## config.mk

```make
export PLATFORM = sky130hd
export DESIGN_NAME = hc_ctrl_reg
export DESIGN_NICKNAME = d
export VERILOG_FILES = /design/src/rtl/hcr_pkg.sv /design/src/rtl/hcr_wr_decode.sv /design/src/rtl/hcr_srst_ctl.sv /design/src/rtl/hcr_field_next.sv /design/src/rtl/hc_ctrl_reg.sv
export SDC_FILE = /design/constraint.sdc
export NUM_CORES = 1
export LEC_CHECK = 0
export ABC_AREA = 1
export BUFFER_PORTS_ARGS = -buffer_cell sky130_fd_sc_hd__buf_2
export CAP_MARGIN = 40
export CORE_ASPECT_RATIO = 1.5
export CORE_MARGIN = 2
export CORE_UTILIZATION = 30
export DETAILED_ROUTE_END_ITERATION = 8
export GPL_TIMING_DRIVEN = 0
export HOLD_SLACK_MARGIN = 0.1
export PLACE_DENSITY_LB_ADDON = 0.15
export SYNTH_ARGS = -nofsm -noshare
export SYNTH_HDL_FRONTEND = slang
export SYNTH_HIERARCHICAL = 1
export SYNTH_SLANG_ARGS = --single-unit
```

## constraint.sdc

```tcl
create_clock -name clk -period 0.9 [get_ports clk]
set_input_delay 0 -clock clk [delete_from_list [all_inputs] [get_ports clk]]
set_output_delay 0 -clock clk [all_outputs]
set_load 0.03 [all_outputs]
```

## src/rtl/hcr_pkg.sv

```systemverilog
package hcr_pkg;
  localparam int REG_W    = 32;
  localparam int B_NOSWAP = 30;
  localparam int B_PRGPHY = 23;
  localparam int B_ENH    = 22;
  localparam int B_LPS    = 19;
  localparam int B_PWE    = 18;
  localparam int B_LINK   = 17;
  localparam int B_SRST   = 16;

  localparam logic [REG_W-1:0] LIVE_MASK =
    (REG_W'(1) << B_NOSWAP) | (REG_W'(1) << B_PRGPHY) | (REG_W'(1) << B_ENH) |
    (REG_W'(1) << B_LPS)    | (REG_W'(1) << B_PWE)    | (REG_W'(1) << B_LINK) |
    (REG_W'(1) << B_SRST);

  typedef struct packed {
    logic noswap;
    logic prgphy;
    logic enh;
    logic lps;
    logic pwe;
    logic link;
  } hcr_fields_t;

  typedef struct packed {
    logic        srst;
    hcr_fields_t f;
  } hcr_req_t;
endpackage

```

## src/rtl/hcr_wr_decode.sv

```systemverilog
module hcr_wr_decode
  import hcr_pkg::*;
(
  input  logic             we_i,
  input  logic             clr_sel_i,
  input  logic [REG_W-1:0] wdata_i,
  output hcr_req_t         set_o,
  output hcr_req_t         clr_o
);
  hcr_req_t pick;

  always_comb begin
    pick.srst     = wdata_i[B_SRST];
    pick.f.noswap = wdata_i[B_NOSWAP];
    pick.f.prgphy = wdata_i[B_PRGPHY];
    pick.f.enh    = wdata_i[B_ENH];
    pick.f.lps    = wdata_i[B_LPS];
    pick.f.pwe    = wdata_i[B_PWE];
    pick.f.link   = wdata_i[B_LINK];
  end

  assign set_o = (we_i && !clr_sel_i) ? pick : '0;
  assign clr_o = (we_i &&  clr_sel_i) ? pick : '0;
endmodule

```

## src/rtl/hcr_srst_ctl.sv

```systemverilog
module hcr_srst_ctl (
  input  logic clk,
  input  logic rst_n,
  input  logic start_i,
  input  logic done_i,
  output logic busy_o
);
  logic busy_q, busy_d;

  always_comb begin
    if (busy_q) busy_d = !done_i;
    else        busy_d = start_i;
  end

  always_ff @(posedge clk or negedge rst_n) begin
    if (!rst_n) busy_q <= 1'b0;
    else        busy_q <= busy_d;
  end

  assign busy_o = busy_q;
endmodule

```

## src/rtl/hcr_field_next.sv

```systemverilog
module hcr_field_next
  import hcr_pkg::*;
(
  input  hcr_fields_t cur_i,
  input  hcr_req_t    set_i,
  input  hcr_req_t    clr_i,
  input  logic        srst_start_i,
  input  logic        srst_busy_i,
  input  logic        cfg_valid_i,
  input  logic        cfg_bit_i,
  input  logic        shadow_i,
  output hcr_fields_t nxt_o
);
  logic enh_gate;
  assign enh_gate = cur_i.prgphy && cur_i.link;

  always_comb begin
    nxt_o = cur_i;
    if (srst_start_i || srst_busy_i) begin
      nxt_o        = '0;
      nxt_o.prgphy = shadow_i;
    end else begin
      nxt_o.noswap = set_i.f.noswap | (cur_i.noswap & ~clr_i.f.noswap);
      nxt_o.lps    = set_i.f.lps    | (cur_i.lps    & ~clr_i.f.lps);
      nxt_o.pwe    = set_i.f.pwe    | (cur_i.pwe    & ~clr_i.f.pwe);
      nxt_o.link   = set_i.f.link   | (cur_i.link   & ~clr_i.f.link);
      nxt_o.prgphy = cur_i.prgphy & ~clr_i.f.prgphy;
      if (enh_gate)
        nxt_o.enh = set_i.f.enh | (cur_i.enh & ~clr_i.f.enh);
    end
    if (cfg_valid_i) nxt_o.prgphy = cfg_bit_i;
  end
endmodule

```

## src/rtl/hc_ctrl_reg.sv

```systemverilog
module hc_ctrl_reg
  import hcr_pkg::*;
(
  input  logic             clk,
  input  logic             rst_n,
  input  logic             cfg_valid_i,
  input  logic             cfg_prg_phy_i,
  input  logic             bus_we_i,
  input  logic             bus_clr_sel_i,
  input  logic [REG_W-1:0] bus_wdata_i,
  input  logic             flush_done_i,
  output logic [REG_W-1:0] bus_rdata_o,
  output logic             swap_en_o,
  output logic             lps_o,
  output logic             link_en_o,
  output logic             posted_wr_en_o,
  output logic             flush_req_o
);
  hcr_req_t    set_r, clr_r;
  hcr_fields_t fld_q, fld_d;
  logic        shadow_q, shadow_d;
  logic        busy, start;

  hcr_wr_decode u_dec (
    .we_i      (bus_we_i),
    .clr_sel_i (bus_clr_sel_i),
    .wdata_i   (bus_wdata_i),
    .set_o     (set_r),
    .clr_o     (clr_r)
  );

  assign start = set_r.srst && !busy;

  hcr_srst_ctl u_srst (
    .clk     (clk),
    .rst_n   (rst_n),
    .start_i (start),
    .done_i  (flush_done_i),
    .busy_o  (busy)
  );

  assign shadow_d = cfg_valid_i ? cfg_prg_phy_i : shadow_q;

  hcr_field_next u_nxt (
    .cur_i        (fld_q),
    .set_i        (set_r),
    .clr_i        (clr_r),
    .srst_start_i (start),
    .srst_busy_i  (busy),
    .cfg_valid_i  (cfg_valid_i),
    .cfg_bit_i    (cfg_prg_phy_i),
    .shadow_i     (shadow_d),
    .nxt_o        (fld_d)
  );

  always_ff @(posedge clk or negedge rst_n) begin
    if (!rst_n) begin
      fld_q    <= '0;
      shadow_q <= 1'b0;
    end else begin
      fld_q    <= fld_d;
      shadow_q <= shadow_d;
    end
  end

  always_comb begin
    bus_rdata_o           = '0;
    bus_rdata_o[B_NOSWAP] = fld_q.noswap;
    bus_rdata_o[B_PRGPHY] = fld_q.prgphy;
    bus_rdata_o[B_ENH]    = fld_q.enh;
    bus_rdata_o[B_LPS]    = fld_q.lps;
    bus_rdata_o[B_PWE]    = fld_q.pwe;
    bus_rdata_o[B_LINK]   = fld_q.link;
    bus_rdata_o[B_SRST]   = busy;
  end

  assign swap_en_o      = !fld_q.noswap;
  assign lps_o          = fld_q.lps;
  assign link_en_o      = fld_q.link;
  assign posted_wr_en_o = fld_q.pwe;
  assign flush_req_o    = busy;
endmodule

```

[Word level (Yosys, flattened, before mapping)]
Index checks and enable logic that the tools add are counted.
Operators by class
  $add $sub $neg: 0
  multipliers: 0
  divide/modulo/power cells: 0
  magnitude comparators: 0
  equal/unequal tests: 0
  shifts and indexed selects: 0
  multiplexer cells: 7
  bitwise logic cells: 17
  reductions and logical operators: 10
Operators by type and width (number)
  6-bit 2-to-1 mux: 2
  7-bit 2-to-1 mux: 1
  1-bit bitwise AND: 6
  1-bit inverter: 6
  1-bit OR: 5
  1-bit logical AND: 4
  1-bit zero test: 4
  1-bit 2-to-1 mux: 4
  2-bit nonzero test: 1
  1-bit logical OR: 1
Storage, ports and cells
  bits in registers: 8
  latch bits: 0
  RAM bits: 0
  bits in read-only memories: 0
  memories kept: 0

[Longest topological paths before layout]
  word-level depth: 8
  mapped depth: 10

[By module]
The synthesis kept the hierarchy.
By module, submodules not included
  hc_ctrl_reg: instances 1, cells an instance 44, area an instance 422.9 µm²
  hcr_field_next: instances 1, cells an instance 29, area an instance 136.4 µm²
  hcr_wr_decode: instances 1, cells an instance 24, area an instance 90.1 µm²
  hcr_srst_ctl: instances 1, cells an instance 6, area an instance 43.8 µm²

[Worst setup path after synthesis]
OpenSTA, ideal clock, no wires.
  kind: flip-flop to flip-flop
  start: register u_srst.busy_q (netlist: u_srst/busy_o)
  end: register fld_q, in the netlist bus_rdata_o[23]
  library setup time: 0.115 ns
  data arrival time: 1.041 ns
  required time: 0.785 ns
  slack: -0.256 ns
  stages on the path, launching flop included: 7
  buffers on the path: 0
  period minus slack after synthesis: 1.156 ns
  path through: dfrtp_1 nor2_1 inv_2 nand2_4 nand2_2 nand3_2 nand2_2
RTL lines
  start, declared: line hcr_srst_ctl.sv:8  | logic busy_q, busy_d;
  start signal, assigned: line hcr_srst_ctl.sv:17  | else busy_q <= busy_d;
  end signal, assigned: line hc_ctrl_reg.sv:61  | fld_q <= fld_d;
  end, declared: line hc_ctrl_reg.sv:20  | hcr_fields_t fld_q, fld_d;

==> run summary <==
GRT
----------------------------------------------------------------------------------------------------
Overall routing resource usage                                                                 10.4%
Final global-route overflow total                                                                  0
Pin count of the biggest net entering global routing                                               9
Vias in the first global route                                                                   610
Number of antenna violations at the first check in global routing                                  0
Wire length of the first global-routing pass                                                 2.22 mm

CLOCK NETWORK
----------------------------------------------------------------------------------------------------
Number of buffers added by the clock tree synthesis step                                           3
Clock net sink count                                                                               8
Clock root buffer                                                                       sky130_fd_sc_hd__clkbuf_4
Number of levels the H-tree was split into                                                         1
Insertion delay of the later-clocked pin in the worst-skew pair                              0.26 ns
Clock-pin slew reported for the worst setup and hold paths after clock tree synthesis        0.06 ns
Clock tree from TritonCTS                                                                       done
Max clock buf depth                                                                                2

DRT
----------------------------------------------------------------------------------------------------
Count of TritonRoute iterations in the first routing pass                                          2
Wire length per cell after detailed routing                                                  7.18 µm
Number of DRC markers in iteration 0                                                               2
DRC violation count after routing                                                                  0
Number of nets with antenna violations after routing                                               0
DR vias/cell                                                                                    3.55
Count of vias placed by the detailed router                                                      653
Wire length after detailed routing                                                           1.32 mm

SYNTHESIS
----------------------------------------------------------------------------------------------------
Post-synthesis instance total                                                                    101
Yosys synthesis warning count                                                                      6
Cell Area, Synth                                                                             686 µm²
Mean instance size in the synthesized netlist                                               6.79 µm²

PWR
----------------------------------------------------------------------------------------------------
Worst vdd rail ir drop                                                                    0.000638 V
Leakage power                                                                               0.677 nW
Pwr Density                                                                              1350 nW/µm²

FINAL LAYOUT
----------------------------------------------------------------------------------------------------
Post-layout nets                                                                                 201
Post-route standard cell area excluding fillers                                             1070 µm²
Fraction of layout instances using a drive strength above 1                                    42.9%
Antenna cells                                                                                      0
Final core occ                                                                                 48.5%
Fillers                                                                                          241
Signed area change from the synthesized netlist to the final layout                            56.0%

STA
----------------------------------------------------------------------------------------------------
Number of hold violations in the final report                                                      0
Setup ws final                                                                            -0.0840 ns
Final period util                                                                               109%
Final-layout worst hold slack                                                               0.109 ns
Time the final worst path needs with I/O delays and setup                                   0.984 ns
Setup tns final                                                                            -0.249 ns
Max-slew violation count                                                                           0
Endpoints failing setup                                                                            7
Peak clock frequency supported by timing                                                    1020 MHz
Final worst clock skew                                                                     0.0146 ns
RSZ-0062 raised after global routing                                                             yes

STATUS
----------------------------------------------------------------------------------------------------
Violated checks                                                                         negative setup slack
Outcome                                                                                 finished, violations left

PLACEMENT
----------------------------------------------------------------------------------------------------
Placed Area                                                                                  938 µm²
Post-placement setup slack                                                                 -0.108 ns
DP HPWL                                                                                      1.08 mm
Weighted congestion reported at the end of routability-driven placement                        0.728
Quantity of I/O buffers inserted on ports                                                         25

DIE
----------------------------------------------------------------------------------------------------
Area of the die                                                                             2690 µm²
Top-Level Pins                                                                                    76
Horizontal extent of the die                                                                 43.0 µm
Die Ht                                                                                       62.6 µm
Site row count                                                                                    21
Starting Density                                                                               31.1%
Placeable Area                                                                              2210 µm²

JOB
----------------------------------------------------------------------------------------------------
Count of max-cap constraint violations                                                             0

SETUP PATH
----------------------------------------------------------------------------------------------------
Worst setup path category                                                                    reg2reg
Worst stage delay on the critical path                                                       0.45 ns
Critical path endpoint category                                                            flip-flop
Endpoint of the worst register-to-register path                                         bus_rdata_o[23]$_DFF_PN0_
Worst Reg2Reg Path Length in Cells                                                                 6
List of cells traversed by the critical path                                            nor2_4 -> inv_2 -> nand2_4 -> nand2_2 -> nand3_2 -> nand2_2
Signal arrival time at the worst endpoint                                                    1.14 ns
Maximum fanout along the worst path                                                                6
Slowest cell on crit path                                                               sky130_fd_sc_hd__dfrtp_2
Worst reg2reg startpoint                                                                u_srst/busy_o$_DFF_PN0_
Most common cell type on the critical path                                              sky130_fd_sc_hd__nand2_2
WP data required                                                                             1.06 ns
Reg-to-reg setup timing slack                                                               -0.08 ns
Critical Path Source Type                                                                  flip-flop

WORST HOLD PATH
----------------------------------------------------------------------------------------------------
Worst hold-check path type                                                                  in2async

how the worst max path moves through the flow:
stage / endpoint / depth (start not counted) / slack, ns / startpoint
2_1_floorplan: bus_rdata_o[23]$_DFF_PN0_ / 6 / -0.09 / u_srst/busy_o$_DFF_PN0_
3_3_place_gp: bus_rdata_o[23]$_DFF_PN0_ / 11 / -0.11 / bus_clr_sel_i
3_5_place_dp: bus_rdata_o[23]$_DFF_PN0_ / 11 / -0.11 / bus_clr_sel_i
4_1_cts: bus_rdata_o[23]$_DFF_PN0_ / 6 / -0.08 / u_srst/busy_o$_DFF_PN0_
5_1_grt: bus_rdata_o[23]$_DFF_PN0_ / 6 / -0.14 / u_srst/busy_o$_DFF_PN0_
6_report: bus_rdata_o[23]$_DFF_PN0_ / 6 / -0.08 / u_srst/busy_o$_DFF_PN0_
critical path: cells and delay by family (launching register included):
family	cells	cell delay, ns
buffers and inverters	1	0.06
flip-flops	1	0.45
AND/OR/NAND/NOR	5	0.37
placed cells by master, fill, tap and decap left out:
cell and n:
sky130_fd_sc_hd__dfrtp_2 1, sky130_fd_sc_hd__buf_4 33, sky130_fd_sc_hd__nor2_2 1, sky130_fd_sc_hd__dlygate4sd3_1 4, sky130_fd_sc_hd__nor2_1 16, sky130_fd_sc_hd__clkbuf_4 3, sky130_fd_sc_hd__inv_2 2, sky130_fd_sc_hd__inv_1 20
sky130_fd_sc_hd__a21oi_1 5, sky130_fd_sc_hd__dfrtp_1 7, sky130_fd_sc_hd__buf_2 18, sky130_fd_sc_hd__nand2_2 2, sky130_fd_sc_hd__clkbuf_1 1, sky130_fd_sc_hd__nand2_4 1, sky130_fd_sc_hd__nand2_1 12, sky130_fd_sc_hd__conb_1 25
sky130_fd_sc_hd__nor2_4 1, sky130_fd_sc_hd__buf_6 6, sky130_fd_sc_hd__nand3_1 2, sky130_fd_sc_hd__nand3_2 1
where the power goes:
part | total (mW) | internal (mW) | switching [mW]
Sequential | 0.442 | 0.403 | 0.0393
Clock | 0.300 | 0.170 | 0.130
Combinational | 0.701 | 0.276 | 0.424
area by class of cell:
type / instances / area, µm² / share of cell area, %
Buffer: 26 / 199 / 18.6
Clock buffer: 4 / 26.3 / 2.46
Inverter: 22 / 82.6 / 7.72
Multi-Input combinational cell: 66 / 285 / 26.7
Sequential cell: 8 / 201 / 18.8
Tap cell: 23 / 28.8 / 2.69
Timing Repair Buffer: 35 / 246 / 23.0
flip-flops by register name (all words and copies together), names as in the netlist:
name	cells
bus_rdata_o	3
link_en_o	1
lps_o	1
posted_wr_en_o	1
shadow_q	1
u_srst/busy_o	1
per-stage QoR:
| stage | power, mW | cells |
|---|---|---|
| after floorplan | 0.948 | 125 |
| after global placement | 1.07 | 173 |
| after detailed placement | 1.07 | 173 |
| after CTS | 1.44 | 183 |
| after global routing | 1.54 | 184 |
| final | 1.44 | 184 |
timing repair:
action / in CTS / in global routing
hold endpoints to repair: 11 / 0
hold buffers: 4 / 0
resized for setup: 11 / 6
pin swaps: 1 / 1
endpoints found under the setup margin: 6 / 12
cloned: 0 / 0
setup buffers: 5 / 1
layer usage:
| metal | part of all wire, % | global-route usage, % | vias to the layer above | routed length, µm |
|---|---|---|---|---|
| li1 | - | - | 354 | - |
| met1 | 33 | 9.30 | 268 | 437 |
| met2 | 55 | 20.5 | 27 | 722 |
| met3 | 8.3 | 1.16 | 4 | 110 |
| met4 | 3.9 | 6.82 | 0 | 52 |
| met5 | 0 | 0 | - | 0 |
No activity file was read; power rests on OpenSTA's default activity.
